<file path="src/rtl/gpio_pkg.sv">
package gpio_pkg;

   typedef enum logic [2:0] {
      SEL_NONE,
      SEL_WIDE_DATA,
      SEL_WIDE_DIR,
      SEL_NARROW_DATA,
      SEL_NARROW_DIR
   } reg_sel_e;

   function automatic logic merge_bit(input logic latch_b, input logic dir_b, input logic pin_b);
      return dir_b ? latch_b : pin_b;
   endfunction

endpackage

</file>
<file path="src/rtl/gpio_sync.sv">
module gpio_sync #(
   parameter int W      = 8,
   parameter int STAGES = 2
) (
   input  logic         clk,
   input  logic         rst_n,
   input  logic [W-1:0] async_in,
   output logic [W-1:0] sync_out
);

   if (STAGES < 2) begin : g_bad_stages
      $error("gpio_sync: STAGES must be at least 2");
   end
   if (W < 1) begin : g_bad_width
      $error("gpio_sync: W must be positive");
   end

   logic [W-1:0] stage_q [STAGES];

   for (genvar s = 0; s < STAGES; s++) begin : g_stage
      if (s == 0) begin : g_first
         always_ff @(posedge clk) begin
            if (!rst_n) stage_q[s] <= '0;
            else        stage_q[s] <= async_in;
         end
      end else begin : g_next
         always_ff @(posedge clk) begin
            if (!rst_n) stage_q[s] <= '0;
            else        stage_q[s] <= stage_q[s-1];
         end
      end
   end

   assign sync_out = stage_q[STAGES-1];

endmodule

</file>
<file path="src/rtl/gpio_port_regs.sv">
module gpio_port_regs #(
   parameter int W = 8
) (
   input  logic         clk,
   input  logic         rst_n,
   input  logic         data_we,
   input  logic         dir_we,
   input  logic [W-1:0] wdata,
   output logic [W-1:0] latch_q,
   output logic [W-1:0] dir_q
);

   if (W < 1) begin : g_bad_width
      $error("gpio_port_regs: W must be positive");
   end

   // Output latch: deliberately without reset, its value survives reset.
   always_ff @(posedge clk) begin
      if (data_we) latch_q <= wdata;
   end

   // Direction register: cleared by reset so that every pin starts as input.
   always_ff @(posedge clk) begin
      if (!rst_n)      dir_q <= '0;
      else if (dir_we) dir_q <= wdata;
   end

endmodule

</file>
<file path="src/rtl/gpio_pin_mux.sv">
module gpio_pin_mux #(
   parameter int W = 8
) (
   input  logic [W-1:0] latch_q,
   input  logic [W-1:0] dir_q,
   input  logic [W-1:0] alt_en,
   input  logic [W-1:0] alt_val,
   input  logic [W-1:0] alt_od,
   output logic [W-1:0] pin_out,
   output logic [W-1:0] pin_oe
);

   for (genvar i = 0; i < W; i++) begin : g_pin
      always_comb begin
         if (alt_en[i]) begin
            if (alt_od[i]) begin
               pin_out[i] = 1'b0;
               pin_oe[i]  = ~alt_val[i];
            end else begin
               pin_out[i] = alt_val[i];
               pin_oe[i]  = 1'b1;
            end
         end else begin
            pin_out[i] = latch_q[i];
            pin_oe[i]  = dir_q[i];
         end
      end
   end

endmodule

</file>
<file path="src/rtl/gpio_port_unit.sv">
module gpio_port_unit #(
   parameter int          DATA_W           = 8,
   parameter int          ADDR_W           = 8,
   parameter int          WIDE_W           = 8,
   parameter int          NARROW_W         = 2,
   parameter int          PWM_W            = 6,
   parameter int          SER_W            = 2,
   parameter int          SYNC_STAGES      = 2,
   parameter logic [7:0]  WIDE_DATA_ADDR   = 8'h02,
   parameter logic [7:0]  NARROW_DATA_ADDR = 8'h03,
   parameter logic [7:0]  WIDE_DIR_ADDR    = 8'h06,
   parameter logic [7:0]  NARROW_DIR_ADDR  = 8'h07
) (
   input  logic                clk,
   input  logic                rst_n,
   input  logic [ADDR_W-1:0]   bus_addr,
   input  logic                bus_wr,
   input  logic                bus_rd,
   input  logic [DATA_W-1:0]   bus_wdata,
   output logic [DATA_W-1:0]   bus_rdata,
   input  logic [WIDE_W-1:0]   wide_pin_in,
   output logic [WIDE_W-1:0]   wide_pin_out,
   output logic [WIDE_W-1:0]   wide_pin_oe,
   output logic [WIDE_W-1:0]   wide_pin_sync,
   input  logic [NARROW_W-1:0] narrow_pin_in,
   output logic [NARROW_W-1:0] narrow_pin_out,
   output logic [NARROW_W-1:0] narrow_pin_oe,
   output logic [NARROW_W-1:0] narrow_pin_sync,
   input  logic [PWM_W-1:0]    pwm_sel,
   input  logic [PWM_W-1:0]    pwm_val,
   input  logic [SER_W-1:0]    ser_sel,
   input  logic [SER_W-1:0]    ser_val,
   input  logic [NARROW_W-1:0] sbus_sel,
   input  logic [NARROW_W-1:0] sbus_val
);

   import gpio_pkg::*;

   localparam int SER_BASE = WIDE_W - SER_W;
   localparam logic [ADDR_W-1:0] A_WDATA = ADDR_W'(WIDE_DATA_ADDR);
   localparam logic [ADDR_W-1:0] A_NDATA = ADDR_W'(NARROW_DATA_ADDR);
   localparam logic [ADDR_W-1:0] A_WDIR  = ADDR_W'(WIDE_DIR_ADDR);
   localparam logic [ADDR_W-1:0] A_NDIR  = ADDR_W'(NARROW_DIR_ADDR);

   if (WIDE_W > DATA_W || NARROW_W > DATA_W) begin : g_bad_port_w
      $error("gpio_port_unit: a port is wider than the data bus");
   end
   if (PWM_W + SER_W > WIDE_W) begin : g_bad_alt_w
      $error("gpio_port_unit: PWM and serial pins overlap");
   end
   if (ADDR_W < 3) begin : g_bad_addr_w
      $error("gpio_port_unit: address too narrow for the register map");
   end

   // Address decode
   reg_sel_e sel;
   always_comb begin
      if      (bus_addr == A_WDATA) sel = SEL_WIDE_DATA;
      else if (bus_addr == A_WDIR)  sel = SEL_WIDE_DIR;
      else if (bus_addr == A_NDATA) sel = SEL_NARROW_DATA;
      else if (bus_addr == A_NDIR)  sel = SEL_NARROW_DIR;
      else                          sel = SEL_NONE;
   end

   // Register storage
   logic [WIDE_W-1:0]   w_latch, w_dir;
   logic [NARROW_W-1:0] n_latch, n_dir;

   gpio_port_regs #(.W(WIDE_W)) u_wide_regs (
      .clk     (clk),
      .rst_n   (rst_n),
      .data_we (bus_wr && sel == SEL_WIDE_DATA),
      .dir_we  (bus_wr && sel == SEL_WIDE_DIR),
      .wdata   (bus_wdata[WIDE_W-1:0]),
      .latch_q (w_latch),
      .dir_q   (w_dir)
   );

   gpio_port_regs #(.W(NARROW_W)) u_narrow_regs (
      .clk     (clk),
      .rst_n   (rst_n),
      .data_we (bus_wr && sel == SEL_NARROW_DATA),
      .dir_we  (bus_wr && sel == SEL_NARROW_DIR),
      .wdata   (bus_wdata[NARROW_W-1:0]),
      .latch_q (n_latch),
      .dir_q   (n_dir)
   );

   // Input synchronizers
   gpio_sync #(.W(WIDE_W), .STAGES(SYNC_STAGES)) u_wide_sync (
      .clk      (clk),
      .rst_n    (rst_n),
      .async_in (wide_pin_in),
      .sync_out (wide_pin_sync)
   );

   gpio_sync #(.W(NARROW_W), .STAGES(SYNC_STAGES)) u_narrow_sync (
      .clk      (clk),
      .rst_n    (rst_n),
      .async_in (narrow_pin_in),
      .sync_out (narrow_pin_sync)
   );

   // Alternate function routing onto the wide port
   logic [WIDE_W-1:0] w_alt_en, w_alt_val;
   for (genvar i = 0; i < WIDE_W; i++) begin : g_wide_alt
      if (i < PWM_W) begin : g_pwm
         assign w_alt_en[i]  = pwm_sel[i];
         assign w_alt_val[i] = pwm_val[i];
      end else if (i >= SER_BASE) begin : g_ser
         assign w_alt_en[i]  = ser_sel[i-SER_BASE];
         assign w_alt_val[i] = ser_val[i-SER_BASE];
      end else begin : g_plain
         assign w_alt_en[i]  = 1'b0;
         assign w_alt_val[i] = 1'b0;
      end
   end

   gpio_pin_mux #(.W(WIDE_W)) u_wide_mux (
      .latch_q (w_latch),
      .dir_q   (w_dir),
      .alt_en  (w_alt_en),
      .alt_val (w_alt_val),
      .alt_od  ({WIDE_W{1'b0}}),
      .pin_out (wide_pin_out),
      .pin_oe  (wide_pin_oe)
   );

   gpio_pin_mux #(.W(NARROW_W)) u_narrow_mux (
      .latch_q (n_latch),
      .dir_q   (n_dir),
      .alt_en  (sbus_sel),
      .alt_val (sbus_val),
      .alt_od  ({NARROW_W{1'b1}}),
      .pin_out (narrow_pin_out),
      .pin_oe  (narrow_pin_oe)
   );

   // Read path: direction-dependent merge, zero-extended to the bus
   logic [DATA_W-1:0] w_data_rd, w_dir_rd, n_data_rd, n_dir_rd;
   always_comb begin
      w_data_rd = '0;
      w_dir_rd  = '0;
      n_data_rd = '0;
      n_dir_rd  = '0;
      for (int i = 0; i < WIDE_W; i++) begin
         w_data_rd[i] = merge_bit(w_latch[i], w_dir[i], wide_pin_sync[i]);
         w_dir_rd[i]  = w_dir[i];
      end
      for (int i = 0; i < NARROW_W; i++) begin
         n_data_rd[i] = merge_bit(n_latch[i], n_dir[i], narrow_pin_sync[i]);
         n_dir_rd[i]  = n_dir[i];
      end
   end

   always_comb begin
      bus_rdata = '0;
      if (bus_rd) begin
         unique case (sel)
            SEL_WIDE_DATA:   bus_rdata = w_data_rd;
            SEL_WIDE_DIR:    bus_rdata = w_dir_rd;
            SEL_NARROW_DATA: bus_rdata = n_data_rd;
            SEL_NARROW_DIR:  bus_rdata = n_dir_rd;
            default:         bus_rdata = '0;
         endcase
      end
   end

endmodule

</file>
<file path="config.mk">
export PLATFORM = sky130hd
export DESIGN_NAME = gpio_port_unit
export DESIGN_NICKNAME = d
export VERILOG_FILES = /design/src/rtl/gpio_pkg.sv /design/src/rtl/gpio_sync.sv /design/src/rtl/gpio_port_regs.sv /design/src/rtl/gpio_pin_mux.sv /design/src/rtl/gpio_port_unit.sv
export SDC_FILE = /design/constraint.sdc
export NUM_CORES = 1
export LEC_CHECK = 0
export ABC_AREA = 1
export ABC_CLOCK_PERIOD_IN_PS = 5400
export BUFFER_PORTS_ARGS = -buffer_cell sky130_fd_sc_hd__buf_2
export CORE_MARGIN = 5
export CORE_UTILIZATION = 30
export DETAILED_ROUTE_END_ITERATION = 12
export MAX_ROUTING_LAYER = met4
export SLEW_MARGIN = 5
export SYNTH_ARGS = -nofsm -noshare
export SYNTH_HDL_FRONTEND = slang
export SYNTH_SLANG_ARGS = --single-unit
export TNS_END_PERCENT = 50
</file>
<file path="constraint.sdc">
create_clock -name clk -period 5.4 [get_ports clk]
set_clock_uncertainty 0.2 [all_clocks]
set_input_delay 0.81 -clock clk [delete_from_list [all_inputs] [get_ports clk]]
set_output_delay 0.81 -clock clk [all_outputs]
set_load 0.01 [all_outputs]
</file>
==> flow_summary.html, run 1 <==
<table>
<tr><th>Metric</th><th>Value</th></tr>
<tr><th colspan="2">Global routing</th></tr>
<tr><td>Largest net degree at the start of global routing</td><td>31</td></tr>
<tr><td>Wire length of the first global-routing pass</td><td>roughly 7.4 mm</td></tr>
<tr><td>Initial antenna violation count</td><td>0</td></tr>
<tr><td>Overall global routing resource usage</td><td>0.1227</td></tr>
<tr><td>Total overflow reported by the global router</td><td>0</td></tr>
<tr><td>Via count of the first global-routing pass</td><td>1668</td></tr>
<tr><th colspan="2">Power</th></tr>
<tr><td>Worst vdd ir</td><td>0.0001684 V</td></tr>
<tr><td>Total power after layout</td><td>0.6241 mW</td></tr>
<tr><td>Pwr per Cell Area</td><td>250.3 nW/um^2</td></tr>
<tr><td>Leakage power total</td><td>1.407 nW</td></tr>
<tr><th colspan="2">Synth</th></tr>
<tr><td>Warnings, synthesis</td><td>0</td></tr>
<tr><td>Post-synthesis sequential area ratio</td><td>0.4806</td></tr>
<tr><td>Synth Cell Area</td><td>1874 um^2</td></tr>
<tr><td>Average instance area after synthesis</td><td>6.942 um^2</td></tr>
<tr><td>#FFs+latches synth</td><td>40</td></tr>
<tr><td>Count of mapped cells out of synthesis</td><td>270</td></tr>
<tr><td>Post-synthesis net count</td><td>320</td></tr>
<tr><td>Post-synthesis cell type count</td><td>16</td></tr>
<tr><th colspan="2">Clock tree</th></tr>
<tr><td>H-tree levels</td><td>2</td></tr>
<tr><td>TritonCTS Buffers</td><td>5</td></tr>
<tr><td>Sink count of the clock tree</td><td>40</td></tr>
<tr><td>Root buffer cell</td><td>sky130_fd_sc_hd__clkbuf_8</td></tr>
<tr><td>Cells resized by post-CTS repair</td><td>0</td></tr>
<tr><td>Clock transition at the register clock pins on the worst setup and hold paths after CTS</td><td>0.08 ns</td></tr>
<tr><td>Worst-skew pair later-pin latency</td><td>0.29 ns</td></tr>
<tr><td>Cts hold-fix bufs</td><td>0</td></tr>
<tr><td>Setup fix buffers added after clock tree synthesis</td><td>0</td></tr>
<tr><td>Maximum root-to-sink buffer count</td><td>2</td></tr>
<tr><td>TritonCTS clock tree</td><td>built</td></tr>
<tr><th colspan="2">Setup path</th></tr>
<tr><td>Data arrival time of the critical path</td><td>1.99 ns</td></tr>
<tr><td>Reg-to-reg endpoint</td><td>u_wide_regs.dir_q[0]</td></tr>
<tr><td>Critical path class</td><td>primary input to output pin</td></tr>
<tr><td>Worst-case register-to-register setup slack</td><td>4.48 ns</td></tr>
<tr><td>Crit path launch type</td><td>primary input</td></tr>
<tr><td>Launching point of the worst reg2reg path</td><td>u_wide_regs.dir_q[0]</td></tr>
<tr><td>Critical Path Fanout Max</td><td>9</td></tr>
<tr><td>Type of element capturing the critical path</td><td>output pin</td></tr>
<tr><td>Critical path required time</td><td>4.39 ns</td></tr>
<tr><td>Depth of the worst register-to-register path</td><td>4</td></tr>
<tr><th colspan="2">Timing</th></tr>
<tr><td>Rel. slew slack</td><td>0.5083</td></tr>
<tr><td>Transition time at the pin with the least slew margin</td><td>0.7336 ns</td></tr>
<tr><td>Final hold violation count</td><td>0</td></tr>
<tr><td>PnR worst setup slack</td><td>between 2 and 2.5 ns</td></tr>
<tr><td>Final critical-path required period</td><td>3.003 ns</td></tr>
<tr><td>Final setup violation count</td><td>0</td></tr>
<tr><td>Final critical-path share of the clock period</td><td>0.5560</td></tr>
<tr><td>Max Clk Rate</td><td>roughly 0.33 GHz</td></tr>
<tr><td>Setup repair after global routing missed its margin</td><td>no</td></tr>
<tr><td>TNS Setup</td><td>0 ns</td></tr>
<tr><td>Final Max Slew Viols</td><td>0</td></tr>
<tr><th colspan="2">Status</th></tr>
<tr><td>Run status</td><td>finished clean</td></tr>
<tr><th colspan="2">Detailed routing</th></tr>
<tr><td>Routed Wire Length</td><td>4.642 mm</td></tr>
<tr><td>Mean number of vias per cell</td><td>4.030</td></tr>
<tr><td>Router iterations before antenna repair</td><td>4</td></tr>
<tr><td>Number of violations reported at the end of detailed-routing iteration 0</td><td>53</td></tr>
<tr><td>Number of vias in the routed layout</td><td>1757</td></tr>
<tr><td>Wire length per cell</td><td>10.65 um</td></tr>
<tr><td>Post-detailed-route count of antenna-violating nets</td><td>0</td></tr>
<tr><td>Post-detailed-route DRC marker count</td><td>0</td></tr>
<tr><th colspan="2">Placement</th></tr>
<tr><td>Number of I/O port buffers</td><td>87</td></tr>
<tr><td>Placer Congestion</td><td>0.7638</td></tr>
<tr><td>Post-Place Worst Slack</td><td>2.366 ns</td></tr>
<tr><td>HPWL Detailed</td><td>3.732 mm</td></tr>
<tr><td>Cell count after placement</td><td>428</td></tr>
<tr><th colspan="2">Finish</th></tr>
<tr><td>Net count of the finished layout</td><td>410</td></tr>
<tr><td>Non-filler instance count after layout</td><td>436</td></tr>
<tr><td>Count of fill cells added during filler insertion</td><td>657</td></tr>
<tr><td>Final cell utilization of the core</td><td>0.4162</td></tr>
<tr><td>Share of layout cells above drive strength 1</td><td>0.3102</td></tr>
<tr><td>Number of diodes</td><td>0</td></tr>
<tr><td>Area grow syn2layout</td><td>33.04%</td></tr>
<tr><th colspan="2">Floorplan</th></tr>
<tr><td>Core Area</td><td>5991 um^2</td></tr>
<tr><td>Boundary Pins</td><td>88</td></tr>
<tr><td>Die X</td><td>89.04 um</td></tr>
<tr><td>Initial cell density of the core</td><td>0.3129</td></tr>
<tr><td>Number of placement rows</td><td>28</td></tr>
<tr><td>Height of the die</td><td>89.04 um</td></tr>
<tr><td>Die area</td><td>7928 um^2</td></tr>
<tr><th colspan="2">Run</th></tr>
<tr><td>Max-capacitance violation count</td><td>0</td></tr>
<tr><th colspan="2">Worst hold path</th></tr>
<tr><td>Worst Hold Path EP</td><td>u_narrow_sync.stage_q[1][0]</td></tr>
<tr><td>Hold Path Cell Cnt</td><td>2</td></tr>
<tr><td>Worst min-delay path category</td><td>register to register</td></tr>
<tr><td>Startpoint of the most critical hold path</td><td>u_narrow_sync.stage_q[0][0]</td></tr>
</table>
## registers in the layout, summed over array words and instances, names as in the netlist
name,flops
u_narrow_sync.stage_q,4
u_wide_regs.latch_q,8
u_narrow_regs.dir_q,2
u_wide_regs.dir_q,8
u_wide_sync.stage_q,16
u_narrow_regs.latch_q,2
## cells in the final DEF, fill, tap and decap left out
cell	count
sky130_fd_sc_hd__dfxtp_1	30
sky130_fd_sc_hd__a21oi_1	2
sky130_fd_sc_hd__bufinv_16	1
sky130_fd_sc_hd__nand2_2	3
sky130_fd_sc_hd__nor3_1	1
sky130_fd_sc_hd__inv_6	1
sky130_fd_sc_hd__nand3_1	2
sky130_fd_sc_hd__nand2_1	81
sky130_fd_sc_hd__or2_2	8
sky130_fd_sc_hd__nor2_2	2
sky130_fd_sc_hd__clkbuf_8	5
sky130_fd_sc_hd__o21ai_0	26
sky130_fd_sc_hd__nor2_1	41
sky130_fd_sc_hd__buf_2	87
sky130_fd_sc_hd__clkinvlp_4	1
sky130_fd_sc_hd__nor3_2	1
sky130_fd_sc_hd__nand2_4	1
sky130_fd_sc_hd__inv_1	56
sky130_fd_sc_hd__edfxtp_1	10
sky130_fd_sc_hd__nor2_4	2
## logic make-up (layout without fill, tap and decap cells)
kind of cell | count (synthesis) | in the layout | share of synthesized area
AOI/OAI and AO/OA | 28 | 28 | 0.07476
and+or+nand+nor | 142 | 142 | 0.3164
DFF | 40 | 40 | 0.4806
buffers and inverters | 60 | 151 | 0.1282
## where the power goes
group / switching, mW / leakage [nW] / internal [mW] / total [mW]
combinational: 0.0332 / 1.02 / 0.0290 / 0.0622
sequential: 0.00280 / 0.336 / 0.314 / 0.316
clock: 0.106 / 0.0548 / 0.139 / 0.246
total: 0.142 / 1.41 / 0.482 / 0.624
## cells in the mapped netlist (all sizes together)
cell,instances,area [um^2]
nand2,85,334.1
inv,56,210.2
nor2,45,188.9
dfxtp,30,600.6
o21ai,26,130.1
edfxtp,10,300.3
or2,8,50.05
a21oi,2,10.01
buf,2,22.52
clkbuf,2,7.510
nand3,2,10.01
nor3,2,10.01
## worst max path at each step
stage                 from            to  slack (ns)  depth (start not counted)
2_1_floorplan  bus_addr[7]  bus_rdata[2]        2.75                          7
3_3_place_gp   bus_addr[7]  bus_rdata[3]        2.40                          9
3_5_place_dp   bus_addr[7]  bus_rdata[4]        2.37                          9
4_1_cts        bus_addr[7]  bus_rdata[4]        2.36                          9
5_1_grt        bus_addr[3]  bus_rdata[5]        2.21                          9
6_report       bus_addr[7]  bus_rdata[5]        2.40                          9
## critical path, stage by stage
cell and delay (ns):
sky130_fd_sc_hd__buf_2 0.09, sky130_fd_sc_hd__nor2_1 0.12, sky130_fd_sc_hd__nand2_2 0.15, sky130_fd_sc_hd__nor2_4 0.26, sky130_fd_sc_hd__nor2_1 0.08, sky130_fd_sc_hd__nand2_1 0.06, sky130_fd_sc_hd__nand2_1 0.15, sky130_fd_sc_hd__nor2_1 0.13
sky130_fd_sc_hd__buf_2 0.14
## final cells by class
type / instances / area [um^2] / share of cell area
flip-flops and latches: 40 / 900.9 / 0.3613
clock inverters: 3 / 46.29 / 0.01856
multi-input cells: 170 / 738.2 / 0.2960
clock buffers: 5 / 68.82 / 0.02760
inverters: 56 / 210.2 / 0.08430
well taps: 75 / 93.84 / 0.03763
repair buffers: 87 / 435.4 / 0.1746
## through the flow
| step | hold WS (ns) | instance area, um^2 |
|---|---|---|
| 2_1_floorplan | 0.1905 | 1874 |
| 3_3_place_gp | 0.1937 | 2379 |
| 3_5_place_dp | 0.1947 | 2379 |
| 4_1_cts | 0.2156 | 2494 |
| 5_1_grt | 0.2316 | 2494 |
| 6_report | 0.2148 | 2494 |
## metal layers
layer	track usage	up-vias	share of wire
met2	0.2139	39	0.49
met3	0.03134	5	0.070
met1	0.1416	732	0.43
met4	0.02842	0	0.0080
li1	-	981	-
met5	-	-	0
Note: power is estimated with default switching activity, not from simulation.
==> run 2, diff against run 1 <==
--- a/config.mk
+++ b/config.mk
@@ -5,8 +5,8 @@
 export SDC_FILE = /design/constraint.sdc
 export NUM_CORES = 1
 export LEC_CHECK = 0
-export ABC_AREA = 1
-export ABC_CLOCK_PERIOD_IN_PS = 5400
+export ABC_AREA = 0
+export ABC_CLOCK_PERIOD_IN_PS = 3100
 export BUFFER_PORTS_ARGS = -buffer_cell sky130_fd_sc_hd__buf_2
 export CORE_MARGIN = 5
 export CORE_UTILIZATION = 30
==> constraint.sdc (replaced) <==
create_clock -name clk -period 3.1 [get_ports clk]
set_clock_uncertainty 0.2 [all_clocks]
set_input_delay 0.465 -clock clk [delete_from_list [all_inputs] [get_ports clk]]
set_output_delay 0.465 -clock clk [all_outputs]
set_load 0.01 [all_outputs]
==> flow_summary.html, run 2 <==
<table>
<tr><th>Metric</th><th>Value</th></tr>
<tr><th colspan="2">Status</th></tr>
<tr><td>Run status</td><td>finished clean</td></tr>
<tr><th colspan="2">Timing</th></tr>
<tr><td>Final hold violation count</td><td>0</td></tr>
<tr><td>Final critical-path required period</td><td>2.297 ns</td></tr>
<tr><td>Final setup violation count</td><td>0</td></tr>
<tr><td>Rel. slew slack</td><td>0.5797</td></tr>
<tr><td>Setup repair after global routing missed its margin</td><td>no</td></tr>
<tr><td>PnR worst setup slack</td><td>around 0.80 ns</td></tr>
<tr><td>Transition time at the pin with the least slew margin</td><td>~0.63 ns</td></tr>
<tr><td>Final Max Slew Viols</td><td>0</td></tr>
<tr><td>Max Clk Rate</td><td>between 0.4 and 0.5 GHz</td></tr>
<tr><td>Final critical-path share of the clock period</td><td>0.7410</td></tr>
<tr><td>TNS Setup</td><td>0 ns</td></tr>
<tr><th colspan="2">Synth</th></tr>
<tr><td>Commonest cells in the netlist</td><td>30 x sky130_fd_sc_hd__dfxtp_1, 20 x sky130_fd_sc_hd__and2_1, 19 x sky130_fd_sc_hd__nand2_1</td></tr>
<tr><td>Combinational family with the most area after synthesis</td><td>simple AND/OR/NAND/NOR gates</td></tr>
<tr><td>Post-synthesis cell type count</td><td>24</td></tr>
<tr><td>Post-synthesis net count</td><td>approximately 210</td></tr>
<tr><td>Warnings, synthesis</td><td>0</td></tr>
<tr><td>Post-synthesis sequential area ratio</td><td>0.5349</td></tr>
<tr><td>Most area-hungry cell type in the Yosys netlist</td><td>sky130_fd_sc_hd__dfxtp_1</td></tr>
<tr><td>Count of mapped cells out of synthesis</td><td>about 160</td></tr>
<tr><td>#FFs+latches synth</td><td>40</td></tr>
<tr><td>Post-synth EDFFs</td><td>10</td></tr>
<tr><td>Share of synthesized cell area in and, or, nand and nor gates</td><td>0.2541</td></tr>
<tr><td>Compound-gate portion of the synthesized area</td><td>0.07727</td></tr>
<tr><td>XOR/XNOR share of the synthesized area</td><td>0</td></tr>
<tr><td>Main flop type after synthesis</td><td>sky130_fd_sc_hd__dfxtp_1</td></tr>
<tr><td>Share of the synthesized area in the top cell type</td><td>0.3566</td></tr>
<tr><td>Post-synthesis adder-cell area fraction</td><td>0</td></tr>
<tr><td>Share of cell area taken by muxes after synthesis</td><td>0.1129</td></tr>
<tr><td>Dominant cell by count in the synthesized netlist</td><td>sky130_fd_sc_hd__dfxtp_1</td></tr>
<tr><td>Synth Cell Area</td><td>1684 um^2</td></tr>
<tr><td>Average instance area after synthesis</td><td>approximately 11 um^2</td></tr>
<tr><td>Fraction of synthesis flops using an asynchronous set or reset pin</td><td>0</td></tr>
<tr><td>Top cells by area in the synthesized netlist</td><td>sky130_fd_sc_hd__dfxtp_1 36%, sky130_fd_sc_hd__edfxtp_1 18%, sky130_fd_sc_hd__and2_1 7.4%</td></tr>
<tr><th colspan="2">Finish</th></tr>
<tr><td>Registers with the highest flip-flop counts</td><td>u_wide_sync.stage_q x16, u_wide_regs.dir_q x8, u_wide_regs.latch_q x8</td></tr>
<tr><td>Area occupied by registers</td><td>~900 um^2</td></tr>
<tr><td>Area grow syn2layout</td><td>36.85%</td></tr>
<tr><td>Register name with the most flops</td><td>u_wide_sync.stage_q</td></tr>
<tr><td>Share of layout cells above drive strength 1</td><td>0.4677</td></tr>
<tr><td>Count of fill cells added during filler insertion</td><td>548</td></tr>
<tr><td>Max FFs per register</td><td>16</td></tr>
<tr><td>Total area of multi-input combinational cells</td><td>748.2 um^2</td></tr>
<tr><td>Net count of the finished layout</td><td>297</td></tr>
<tr><td>Commonest cells after routing, fill and taps aside</td><td>87 x sky130_fd_sc_hd__buf_2, 30 x sky130_fd_sc_hd__dfxtp_1, 20 x sky130_fd_sc_hd__and2_1, 19 x sky130_fd_sc_hd__nand2_1</td></tr>
<tr><td>Final cell utilization of the core</td><td>0.4211</td></tr>
<tr><td>Summed area of non-filler cells in the final layout</td><td>2305 um^2</td></tr>
<tr><td>Leading cell type in the layout, fill and taps excluded</td><td>sky130_fd_sc_hd__buf_2</td></tr>
<tr><td>Number of diodes</td><td>0</td></tr>
<tr><th colspan="2">Clock tree</th></tr>
<tr><td>Root buffer cell</td><td>sky130_fd_sc_hd__clkbuf_8</td></tr>
<tr><td>Maximum root-to-sink buffer count</td><td>2</td></tr>
<tr><td>Cells resized by post-CTS repair</td><td>0</td></tr>
<tr><td>Sink count of the clock tree</td><td>40</td></tr>
<tr><td>TritonCTS clock tree</td><td>built</td></tr>
<tr><td>Clock transition at the register clock pins on the worst setup and hold paths after CTS</td><td>0.07 ns</td></tr>
<tr><td>Setup fix buffers added after clock tree synthesis</td><td>0</td></tr>
<tr><td>Worst-skew pair later-pin latency</td><td>0.28 ns</td></tr>
<tr><td>TritonCTS Buffers</td><td>5</td></tr>
<tr><td>Cts hold-fix bufs</td><td>0</td></tr>
<tr><td>H-tree levels</td><td>2</td></tr>
<tr><th colspan="2">Power</th></tr>
<tr><td>Leakage power total</td><td>1.074 nW</td></tr>
<tr><td>Worst vdd ir</td><td>0.0001911 V</td></tr>
<tr><td>Pwr per Cell Area</td><td>470.3 nW/um^2</td></tr>
<tr><th colspan="2">Global routing</th></tr>
<tr><td>Largest net degree at the start of global routing</td><td>39</td></tr>
<tr><td>Total overflow reported by the global router</td><td>0</td></tr>
<tr><td>Initial antenna violation count</td><td>0</td></tr>
<tr><td>Wire length of the first global-routing pass</td><td>around 7 mm</td></tr>
<tr><td>Overall global routing resource usage</td><td>0.1241</td></tr>
<tr><td>Via count of the first global-routing pass</td><td>1407</td></tr>
<tr><th colspan="2">Detailed routing</th></tr>
<tr><td>Post-detailed-route DRC marker count</td><td>0</td></tr>
<tr><td>Mean number of vias per cell</td><td>4.425</td></tr>
<tr><td>Wire length per cell</td><td>~13 um</td></tr>
<tr><td>Number of vias in the routed layout</td><td>1416</td></tr>
<tr><td>Router iterations before antenna repair</td><td>4</td></tr>
<tr><td>Post-detailed-route count of antenna-violating nets</td><td>0</td></tr>
<tr><td>Number of violations reported at the end of detailed-routing iteration 0</td><td>between 80 and 90</td></tr>
<tr><td>Routed Wire Length</td><td>between 4 and 5 mm</td></tr>
<tr><th colspan="2">Floorplan</th></tr>
<tr><td>Core Area</td><td>5473 um^2</td></tr>
<tr><td>Die area</td><td>7212 um^2</td></tr>
<tr><td>Number of placement rows</td><td>27</td></tr>
<tr><td>Die X</td><td>84.93 um</td></tr>
<tr><td>Initial cell density of the core</td><td>0.3077</td></tr>
<tr><td>Height of the die</td><td>84.93 um</td></tr>
<tr><td>Boundary Pins</td><td>88</td></tr>
<tr><th colspan="2">Setup path</th></tr>
<tr><td>Crit path largest cell delay</td><td>0.36 ns</td></tr>
<tr><td>Crit path launch type</td><td>primary input</td></tr>
<tr><td>Critical path class</td><td>primary input to output pin</td></tr>
<tr><td>First element of the critical path</td><td>bus_addr[3]</td></tr>
<tr><td>Cell with the most instances on the worst path</td><td>sky130_fd_sc_hd__buf_2</td></tr>
<tr><td>Data arrival time of the critical path</td><td>around 1.6 ns</td></tr>
<tr><td>Critical path required time</td><td>2.43 ns</td></tr>
<tr><td>Critical Path Fanout Max</td><td>6</td></tr>
<tr><td>Type of element capturing the critical path</td><td>output pin</td></tr>
<tr><td>Slowest cell on the critical path</td><td>sky130_fd_sc_hd__nor4b_4</td></tr>
<tr><td>Launching point of the worst reg2reg path</td><td>u_narrow_regs.dir_q[0]</td></tr>
<tr><td>Sequence of cells on the critical path</td><td>buf_2, nor4b_4, nand4b_1, a21oi_1, buf_2</td></tr>
<tr><th colspan="2">Worst hold path</th></tr>
<tr><td>Worst min-delay path category</td><td>primary input to register</td></tr>
<tr><td>Startpoint of the most critical hold path</td><td>bus_wdata[5]</td></tr>
<tr><th colspan="2">Run</th></tr>
<tr><td>Max-capacitance violation count</td><td>0</td></tr>
<tr><th colspan="2">Placement</th></tr>
<tr><td>Placed Instance Area</td><td>between 2000 and 2500 um^2</td></tr>
<tr><td>Number of I/O port buffers</td><td>between 80 and 90</td></tr>
<tr><td>HPWL Detailed</td><td>3.254 mm</td></tr>
<tr><td>Post-Place Worst Slack</td><td>0.7808 ns</td></tr>
<tr><td>Placer Congestion</td><td>0.8115</td></tr>
</table>
run 2: cell types whose count changed after synthesis, sizes merged, moves of 3 or more:
cell    before  now
inv         56    0
o21ai       26   10
nor3b        0    4
nor2        45    3
and2         0   20
or3b         0    8
nand2       85   19
clkbuf       2    5
mux2         0    8
mux2i        0   10
a21oi        2   10
run 2: cell families after synthesis:
group | after synthesis
buf+inv | 7
compound gates | 24
mux | 18
simple gates | 70
flops | 40
run 2: where the power goes:
group	switching [mW]	leakage, nW	total (mW)	internal, mW
logic	0.0488	0.677	0.105	0.0559
registers	0.00422	0.336	0.550	0.546
clock network	0.172	0.0618	0.429	0.257
run 2: path summary, 6_finish.rpt:
path | cells past startpoint | end | slack (ns)
min reg2reg | 1 | u_wide_sync.stage_q[1][4] | 0.23
max | 5 | bus_rdata[6] | 0.80
max reg2reg | 2 | u_narrow_regs.dir_q[0] | 2.25
min | 1 | u_wide_regs.latch_q[5] | 0.17
run 2: worst max-delay path, delay by kind of cell:
family                 cells  cell delay [ns]
and+or+nand+nor            2             0.69
buffers and inverters      2             0.26
AOI/OAI and AO/OA          1             0.22
run 2: stage by stage:
stage | total power [mW] | hold slack, ns | std cells
global route | 1.141 | 0.1494 | 320
detailed placement | 0.6694 | 0.2169 | 312
CTS | 1.100 | 0.1588 | 320
global placement | 0.6680 | 0.2140 | 312
floorplan | 0.6104 | 0.2119 | 159
finish | 1.084 | 0.1701 | 320
run 2: routing by layer:
layer / routed length, um / vias to the layer above / global-route usage
met5: 0 / - / -
met4: 55 / 0 / 0.04748
met3: 369 / 6 / 0.04175
met2: 1953 / 57 / 0.1950
met1: 1696 / 627 / 0.1470
li1: - / 726 / -
run 2: cell type report:
class	count	area share
multi-input cells	112	0.3246
repair buffers	88	0.1922
clock buffers	8	0.05320
flip-flops and latches	40	0.3909
well taps	72	0.03909
